===== src/rtl/stby_pkg.sv =====
package stby_pkg;

  typedef enum logic [1:0] {
    ST_RUN  = 2'd0,
    ST_STBY = 2'd1,
    ST_STAB = 2'd2
  } stby_state_e;

  localparam int CNT_W = 19;

  // Settling length in clock states for each select code.
  function automatic logic [CNT_W-1:0] stab_states(input logic [2:0] sel);
    logic [CNT_W-1:0] n;
    case (sel)
      3'd7:    n = CNT_W'(16);
      3'd6:    n = CNT_W'(2048);
      default: n = CNT_W'(8192) << sel;
    endcase
    return n;
  endfunction

endpackage


===== src/rtl/stby_wake_sync.sv =====
module stby_wake_sync #(
  parameter int STAGES = 2
) (
  input  logic clk,
  input  logic rst,
  input  logic pin,
  input  logic pol,
  output logic hit
);
  logic [STAGES-1:0] sync_q;
  logic              prev_q;
  logic              cur;

  generate
    for (genvar i = 0; i < STAGES; i++) begin : g_sync
      always_ff @(posedge clk) begin
        if (rst) sync_q[i] <= 1'b0;
        else if (i == 0) sync_q[i] <= pin;
        else sync_q[i] <= sync_q[(i == 0) ? 0 : i-1];
      end
    end
  endgenerate

  assign cur = sync_q[STAGES-1];

  always_ff @(posedge clk) begin
    if (rst) prev_q <= 1'b0;
    else     prev_q <= cur;
  end

  assign hit = pol ? (cur & ~prev_q) : (~cur & prev_q);

endmodule


===== src/rtl/stby_stab_cnt.sv =====
module stby_stab_cnt #(
  parameter int W = 19
) (
  input  logic         clk,
  input  logic         rst,
  input  logic         load,
  input  logic [W-1:0] load_val,
  input  logic         dec,
  output logic [W-1:0] cnt,
  output logic         zero
);
  always_ff @(posedge clk) begin
    if (rst)       cnt <= '0;
    else if (load) cnt <= load_val;
    else if (dec)  cnt <= cnt - W'(1);
  end

  assign zero = (cnt == '0);

endmodule


===== src/rtl/stby_fsm.sv =====
module stby_fsm
  import stby_pkg::*;
(
  input  logic        clk,
  input  logic        rst,
  input  logic        sleep_req,
  input  logic        stby_en,
  input  logic [2:0]  sel,
  input  logic        wake_hit,
  input  logic        cnt_zero,
  output stby_state_e state,
  output logic [2:0]  sel_q,
  output logic        load,
  output logic        dec,
  output logic        resumed
);
  stby_state_e nxt;
  logic        enter;

  assign enter = (state == ST_RUN) && sleep_req && stby_en;
  assign load  = (state == ST_STBY) && wake_hit;
  assign dec   = (state == ST_STAB) && !cnt_zero;

  always_comb begin
    nxt = state;
    case (state)
      ST_RUN:  if (enter)    nxt = ST_STBY;
      ST_STBY: if (wake_hit) nxt = ST_STAB;
      ST_STAB: if (cnt_zero) nxt = ST_RUN;
      default:               nxt = ST_RUN;
    endcase
  end

  always_ff @(posedge clk) begin
    if (rst) begin
      state   <= ST_RUN;
      sel_q   <= 3'd0;
      resumed <= 1'b0;
    end else begin
      state   <= nxt;
      if (enter) sel_q <= sel;
      resumed <= (state == ST_STAB) && cnt_zero;
    end
  end

endmodule


===== src/rtl/stby_ctrl.sv =====
module stby_ctrl
  import stby_pkg::*;
#(
  parameter int SYNC_STAGES = 2
) (
  input  logic       clk,
  input  logic       rst,
  input  logic       sleep_req,
  input  logic       stby_en,
  input  logic [2:0] stab_sel,
  input  logic       wake_pol,
  input  logic       wake_pin,
  output logic       osc_en,
  output logic       clk_run,
  output logic       resumed
);
  // Named internal events for the checker.
  stby_state_e      state;
  logic             wake_hit;
  logic [CNT_W-1:0] cnt_val;
  logic             cnt_zero;
  logic [2:0]       sel_q;
  logic             cnt_load;
  logic             cnt_dec;
  logic             in_stab;

  stby_wake_sync #(.STAGES(SYNC_STAGES)) u_sync (
    .clk (clk),
    .rst (rst),
    .pin (wake_pin),
    .pol (wake_pol),
    .hit (wake_hit)
  );

  stby_fsm u_fsm (
    .clk       (clk),
    .rst       (rst),
    .sleep_req (sleep_req),
    .stby_en   (stby_en),
    .sel       (stab_sel),
    .wake_hit  (wake_hit),
    .cnt_zero  (cnt_zero),
    .state     (state),
    .sel_q     (sel_q),
    .load      (cnt_load),
    .dec       (cnt_dec),
    .resumed   (resumed)
  );

  stby_stab_cnt #(.W(CNT_W)) u_cnt (
    .clk      (clk),
    .rst      (rst),
    .load     (cnt_load),
    .load_val (stab_states(sel_q) - CNT_W'(1)),
    .dec      (cnt_dec),
    .cnt      (cnt_val),
    .zero     (cnt_zero)
  );

  assign in_stab = (state == ST_STAB);
  assign osc_en  = (state != ST_STBY);
  assign clk_run = (state == ST_RUN);

endmodule


===== config.mk =====
export PLATFORM = sky130hd
export DESIGN_NAME = stby_ctrl
export DESIGN_NICKNAME = d
export VERILOG_FILES = /design/src/rtl/stby_pkg.sv /design/src/rtl/stby_wake_sync.sv /design/src/rtl/stby_stab_cnt.sv /design/src/rtl/stby_fsm.sv /design/src/rtl/stby_ctrl.sv
export SDC_FILE = /design/constraint.sdc
export NUM_CORES = 1
export LEC_CHECK = 0
export BUFFER_PORTS_ARGS = -buffer_cell sky130_fd_sc_hd__buf_2
export CORE_AREA = 4 4 87 89
export CTS_BUF_LIST = sky130_fd_sc_hd__clkbuf_4 sky130_fd_sc_hd__clkbuf_8
export CTS_CLUSTER_DIAMETER = 120
export DETAILED_ROUTE_END_ITERATION = 8
export DIE_AREA = 0 0 91 93
export GPL_TIMING_DRIVEN = 1
export HOLD_SLACK_MARGIN = 0.06
export PLACE_DENSITY_LB_ADDON = 0.2
export SLEW_MARGIN = 0
export SYNTH_ARGS = -nofsm -noshare
export SYNTH_HDL_FRONTEND = slang
export SYNTH_SLANG_ARGS = --single-unit
export TNS_END_PERCENT = 50

===== constraint.sdc =====
create_clock -name clk -period 4.3 [get_ports clk]
set_clock_uncertainty 0.15 [all_clocks]
set_input_delay 0.86 -clock clk [delete_from_list [all_inputs] [get_ports clk]]
set_output_delay 0.86 -clock clk [all_outputs]
set_load 0.005 [all_outputs]

Word-level counts from Yosys, hierarchy flattened
Cells that the tools add are included.
Widths: inputs -> output; s select.
Word-level totals
  word-level logic and storage cells: 40
  input bits: 9
  register bits: 28
  output and inout bits: 3
Cells by class
  bitwise logic cells: 4
  reduce and logical (&&, ||, !) cells: 10
  multiplexer cells: 8
  eq/ne operators: 8
  shifts and indexed selects: 1
  $add $sub $neg: 2
Operator list (count)
  $mux 19: 2
  $pmux 19 s2: 1
  $sub 19x1->19 const B: 2
  $logic_not 19->1: 1
  $shl 14x3->19 const A: 1
  $ne 2x1->1 const B: 4
  $eq 3x3->1 const B: 2
  $mux 2: 3
  $pmux 2 s3: 1
  $logic_and 1x1->1: 5
  $reduce_and 3->1: 1
  $and 1x1->1: 2
  $eq 2x1->1 const B: 1
  $eq 2x2->1 const B: 1
  $logic_not 2->1: 1
  $not 1->1: 2
  $reduce_bool 2->1: 1
  $logic_not 1->1: 1
  $mux 1: 1

Depth between registers and ports, before layout
  depth in word-level cells: 5
  mapped depth: 11

Hierarchy
A second synthesis with hierarchy kept.
Second synthesis, totals
  cells, all modules: 182
  area total of the unflattened synthesis: 1590.3 um^2
Modules (own cells, without submodules)
  stby_stab_cnt: area an instance 1113.6 um^2, cells each 133, times used 1
  stby_fsm: area an instance 270.3 um^2, cells each 25, times used 1
  stby_ctrl: area an instance 105.1 um^2, cells each 15, times used 1
  stby_wake_sync: area an instance 101.3 um^2, cells each 9, times used 1

Least setup slack after synthesis
No wires, ideal clock.
  kind: input port to flip-flop
  start: input wake_pol
  end: register u_cnt.cnt[10]
  cell stages on the path: 11
  arrival: 3.053 ns
  slack: 0.964 ns
  data required time: 4.018 ns
  setup time: 0.132 ns
  cells stage by stage: or3b_4 a21o_4 clkbuf_1 clkbuf_1 nand2_1 ha_1 clkbuf_1 inv_1 a2111oi_0 xnor2_1 a21oi_1
On the way
  word-level cells in the longest chain between the ends: 3
  elaborated cells on any way between the ends: 4
Ends and longest elaborated chain
  start, declared: line stby_ctrl.sv:11  | input logic wake_pol,
  $mux 1 (*): line stby_wake_sync.sv:31  | assign hit = pol ? (cur & ~prev_q) : (~cur & prev_q);
  $logic_and 1x1->1 (*): line stby_fsm.sv:21  | assign load = (state == ST_STBY) && wake_hit;
  $mux 19 or $reduce_bool 2->1 (tied branches)
  end signal, assigned: line stby_stab_cnt.sv:14  | else if (load) cnt <= load_val;
  end signal, assigned: line stby_stab_cnt.sv:15  | else if (dec) cnt <= cnt - W'(1);
  end, declared: line stby_stab_cnt.sv:9  | output logic [W-1:0] cnt,
Every way passes the cells marked *; elsewhere a longest branch is shown, timed or not.
A chain may end at the register's enable or synchronous reset.

Final worst setup path
  start: input wake_pol
  end: register u_cnt.cnt[16]
Same word-level chain as after synthesis.

==> results.env <==
RESULT_OF_THE_RUN='completed'
LEAKAGEPOWER_nW=0.648
YS.WARNINGS.COUNT=0
IR_WORST_VDD_V=0.000152
REGISTER_AREA_SHARE_AFTER_SYNTHESIS_PCT=33.4
WORSTREG2REGEND='u_cnt.cnt[16]'
FINAL_CELL_AREA_MM2=0.00185
ANTENNA_CELLS=0
POSTSYNTH.TOPFLOPCELL='sky130_fd_sc_hd__dfxtp_1'
CTSROOTBUFFERMASTER='sky130_fd_sc_hd__clkbuf_8'
STANDARD_CELL_CORE_AREA_MM2=0.00676
BUFFER_COUNT_FROM_POST_CTS_SETUP_FIXING=0
GRT-OVFL-TOTAL=0
RR_WORST_DEPTH=7
STARTPOINT_TYPE='primary input'
BOUNDARYPINS=12
PLACE_HPWL_UM=3290
SIMPLE_GATE_SHARE_OF_THE_SYNTHESIZED_AREA_PCT=27.9
CRITPATHCAPTURE='u_cnt.cnt[16]'
ASYNC_RESET_FF_SHARE_PCT=0
CLOCK_PATH_BUFFERS=2
TNS_NS=0
NUMBER_OF_ENABLE_FLIP_FLOP_CELLS_AFTER_SYNTHESIS=0
SYNTH-COMPOUND-AREA-SHARE_PCT=29.0
COUNT_OF_CELLS_ALONG_THE_WORST_HOLD_PATH=1
DETAILEDROUTE.FIRSTITERATIONVIOLATIONS=83
INSTANCES_NO_FILL=292
INTERNAL_POWER_mW=0.401
DRT_WL_TOTAL_UM=4660
DETAIL-ROUTE-ANTENNA-NETS=0
AREAGROWTHSYNTHTOFINISH_PCT=10.1
MAXIMUM_CLOCK_RATE_MHz=320
POST-ROUTE-PERIOD-UTIL_PCT=72.7
YS_SEQ_ELEMENTS=28
INITIAL_CORE_UTIL_PCT=24.9
PART_OF_THE_TOTAL_POWER_DISSIPATED_IN_THE_CLOCK_NETWORK_PCT=29.7
GRT_PASS1_VIAS=1488
FINAL_NETS=223
SYNTHESIS.INSTANCES=208
SLEW-LIMIT-HEADROOM_PCT=45.3
PLACE_WS_NS=0.866
FLOORPLAN.DIE.HEIGHT_UM=93
CLK_PIN_SLEW_NS=0.11
NETSWITCHINGFRACTION_PCT=30.9
FINAL_CRITICAL_PATH_SETUP_SLACK_NS=1.17
RSZ_0062_RAISED_AFTER_GLOBAL_ROUTING='false'
FINALSETUPVIOLCOUNT=0
GR-USAGE-ALL-LAYERS_PCT=11.5
WORST_SKEW_PAIR.LATE_LATENCY_NS=0.28
DRIVE_ABOVE_1_SHARE_PCT=11.8
CLOCK-SINKS=28
MAXSLEWVIOLCOUNT=0
FINAL_COMMON_CELL='sky130_fd_sc_hd__dfxtp_1'
DRT_DRC_VIOLATIONS_LEFT=0
GLOBAL_ROUTE_WIRE_LENGTH_BEFORE_REPAIR_UM=7890
FIN_CRIT_NS=3.13
SEQ_POWER_SHARE_PCT=49.0
MAX_CAP_VIOLATIONS=0
CRIT_PATH_END_KIND='flip-flop'
WORSTREG2REGSTART='u_sync.cur'
CRIT_ARRIVAL_NS=3.19
NUMBER_OF_BUFFERS_CREATED_BY_CTS=3
P_TOTAL_mW=0.580
CRIT_PATH_LAUNCH='wake_pol'
OVERALL_DIE_AREA_MM2=0.00846
CORE.ROWCOUNT=30
CTS-HTREE-LEVELS=1
SYNTH.CELL_AREA_MM2=0.00168
FP.DIEW_UM=91
SYNTH_FA_HA_AREA_SHARE_PCT=0.745
MIN_PATH_TYPE='flip-flop to flip-flop'
NETSWITCHINGPOWER_mW=0.179
DPL.CELL_COUNT=288
SYNTH.LIB_CELLS_USED.DISTINCT=54
YOSYS.AREA_SHARE.XOR_XNOR_PCT=1.56
ROUTED-VIA-COUNT=1630
DRT-PASS1-ITER-COUNT=4
CRIT_FANOUT=24
SYNTH.NET_COUNT=218
ANTENNA_VIOLATIONS_BEFORE_REPAIR=0
MAX_SLEW.WORST_PIN.SLEW_NS=0.814
GP_CONGESTION=0.754
WIRE_LENGTH_PER_CELL_AFTER_DETAILED_ROUTING_UM=16.0
TRITONCTS='built'
FRACTION_OF_SYNTHESIZED_AREA_IN_MULTIPLEXERS_PCT=3.87
REQUIRED_TIME_AT_THE_WORST_SLACK_ENDPOINT_NS=4.37
POWER_DENSITY_mW_PER_MM2=314
LAYOUT_COMMON_CELLS='sky130_fd_sc_hd__dfxtp_1 (28), sky130_fd_sc_hd__nor2_1 (22), sky130_fd_sc_hd__nand2_1 (16)'
SYNTH_TOP_FAMILY_BY_AREA='compound AO/OA/AOI/OAI gates'
DPL_CELL_AREA_MM2=0.00179
VIAS_PER_CELL=5.58
GRT_START_MAX_NET_PINS=26
PORTBUFFERS=11
PWR-SHARE-COMB_PCT=21.3
SYNTHESIS.AREA_PER_INSTANCE_UM2=8.08
FINAL_HOLD_VIOLATION_COUNT=0
TIMING.SETUP.CRITICAL_PATH_CLASS='primary input to flip-flop'
CTS_HOLD_BUF=0
POST_CTS_RESIZED=0
R2R_SLACK_NS=1.50
FILLCELLCOUNT=754
==> power groups by stage <==
stage	sequential (mW)	clock [mW]	combinational, mW
2_1_floorplan	0.285	0	0.0955
3_3_place_gp	0.290	0	0.124
3_5_place_dp	0.290	0	0.123
4_1_cts	0.284	0.178	0.123
5_1_grt	0.287	0.190	0.140
6_report	0.284	0.172	0.123
==> cell usage after synthesis, types with 2 or more instances <==
cell type                   instances  area (um2)
sky130_fd_sc_hd__a2111oi_0          2        17.5
sky130_fd_sc_hd__a211oi_1           6        45.0
sky130_fd_sc_hd__a21oi_1           12        60.1
sky130_fd_sc_hd__a311oi_1           3        26.3
sky130_fd_sc_hd__a31oi_1            5        31.3
sky130_fd_sc_hd__a41oi_1            2        17.5
sky130_fd_sc_hd__and2_1             3        18.8
sky130_fd_sc_hd__buf_2              3        15.0
sky130_fd_sc_hd__clkbuf_1           9        33.8
sky130_fd_sc_hd__dfxtp_1           28         561
sky130_fd_sc_hd__inv_1              2        7.51
sky130_fd_sc_hd__mux2i_1            5        50.1
sky130_fd_sc_hd__nand2_1           16        60.1
sky130_fd_sc_hd__nand2b_1           4        25.0
sky130_fd_sc_hd__nand3_1            7        35.0
sky130_fd_sc_hd__nand3b_1           3        22.5
sky130_fd_sc_hd__nand4_1            4        25.0
sky130_fd_sc_hd__nor2_1            22        82.6
sky130_fd_sc_hd__nor2b_1            3        18.8
sky130_fd_sc_hd__nor3_1             9        45.0
sky130_fd_sc_hd__o2111ai_1          2        17.5
sky130_fd_sc_hd__o211ai_1           5        37.5
sky130_fd_sc_hd__o21ai_0           13        65.1
sky130_fd_sc_hd__o22ai_1            2        12.5
sky130_fd_sc_hd__or3_1              4        25.0
sky130_fd_sc_hd__or4_1              4        30.0
sky130_fd_sc_hd__xnor2_1            3        26.3
==> cell type report <==
cell class              instances  area [um2]  share of cell area (%)
clock buffers                   4        55.1                    2.98
flip-flops and latches         28         561                    30.3
inverters                       3        11.3                   0.609
multi-input cells             165        1060                    57.3
repair buffers                 12        62.6                    3.38
well taps                      80         100                    5.41
==> registers in the layout, summed over array words and instances, names as in the netlist <==
signal         flops
u_fsm.resumed      1
u_sync.sync_q      1
u_fsm.state        2
u_cnt.cnt         19
u_sync.prev_q      1
u_sync.cur         1
u_fsm.sel_q        3
==> how the worst min path moves through the flow <==
| stage | end | slack, ns | startpoint |
|---|---|---|---|
| 2_1_floorplan | u_sync.cur | 0.26 | u_sync.sync_q[0] |
| 3_3_place_gp | u_sync.cur | 0.27 | u_sync.sync_q[0] |
| 3_5_place_dp | u_sync.cur | 0.28 | u_sync.sync_q[0] |
| 4_1_cts | u_sync.cur | 0.31 | u_sync.sync_q[0] |
| 5_1_grt | u_sync.cur | 0.33 | u_sync.sync_q[0] |
| 6_report | u_sync.cur | 0.31 | u_sync.sync_q[0] |
==> logic make-up (layout without fill, tap and decap cells) <==
kind of cell,count (synthesis),in the layout
adder cells (fa/ha/maj),1,1
buffers and inverters,15,19
AO/OA/AOI/OAI,68,68
flip-flops,28,28
AND/OR/NAND/NOR,87,87
multiplexers,6,6
XOR/XNOR,3,3
==> layer usage <==
layer	vias to the layer above	GRT usage (%)	wire, um
met1	776	16.5	2320
met2	36	17.4	2080
met4	0	2.64	42
met3	4	2.74	213
li1	814	-	-
met5	-	0	0
==> per-stage QoR <==
| step | util (%) | hold WS (ns) |
|---|---|---|
| CTS | 27.4 | 0.314 |
| floorplan | - | 0.264 |
| detailed placement | 26.6 | 0.278 |
| global placement | 26.6 | 0.271 |
| global route | 27.4 | 0.326 |
| finish | 27.4 | 0.312 |
==> critical path: stages <==
cell	delay, ns
sky130_fd_sc_hd__buf_2	0.10
sky130_fd_sc_hd__or3b_4	0.40
sky130_fd_sc_hd__a21o_4	0.33
sky130_fd_sc_hd__nand2_1	0.11
sky130_fd_sc_hd__ha_1	0.38
sky130_fd_sc_hd__o211ai_1	0.27
sky130_fd_sc_hd__or4_1	0.57
sky130_fd_sc_hd__o221ai_2	0.16
Note: power is estimated with default switching activity, not from simulation.
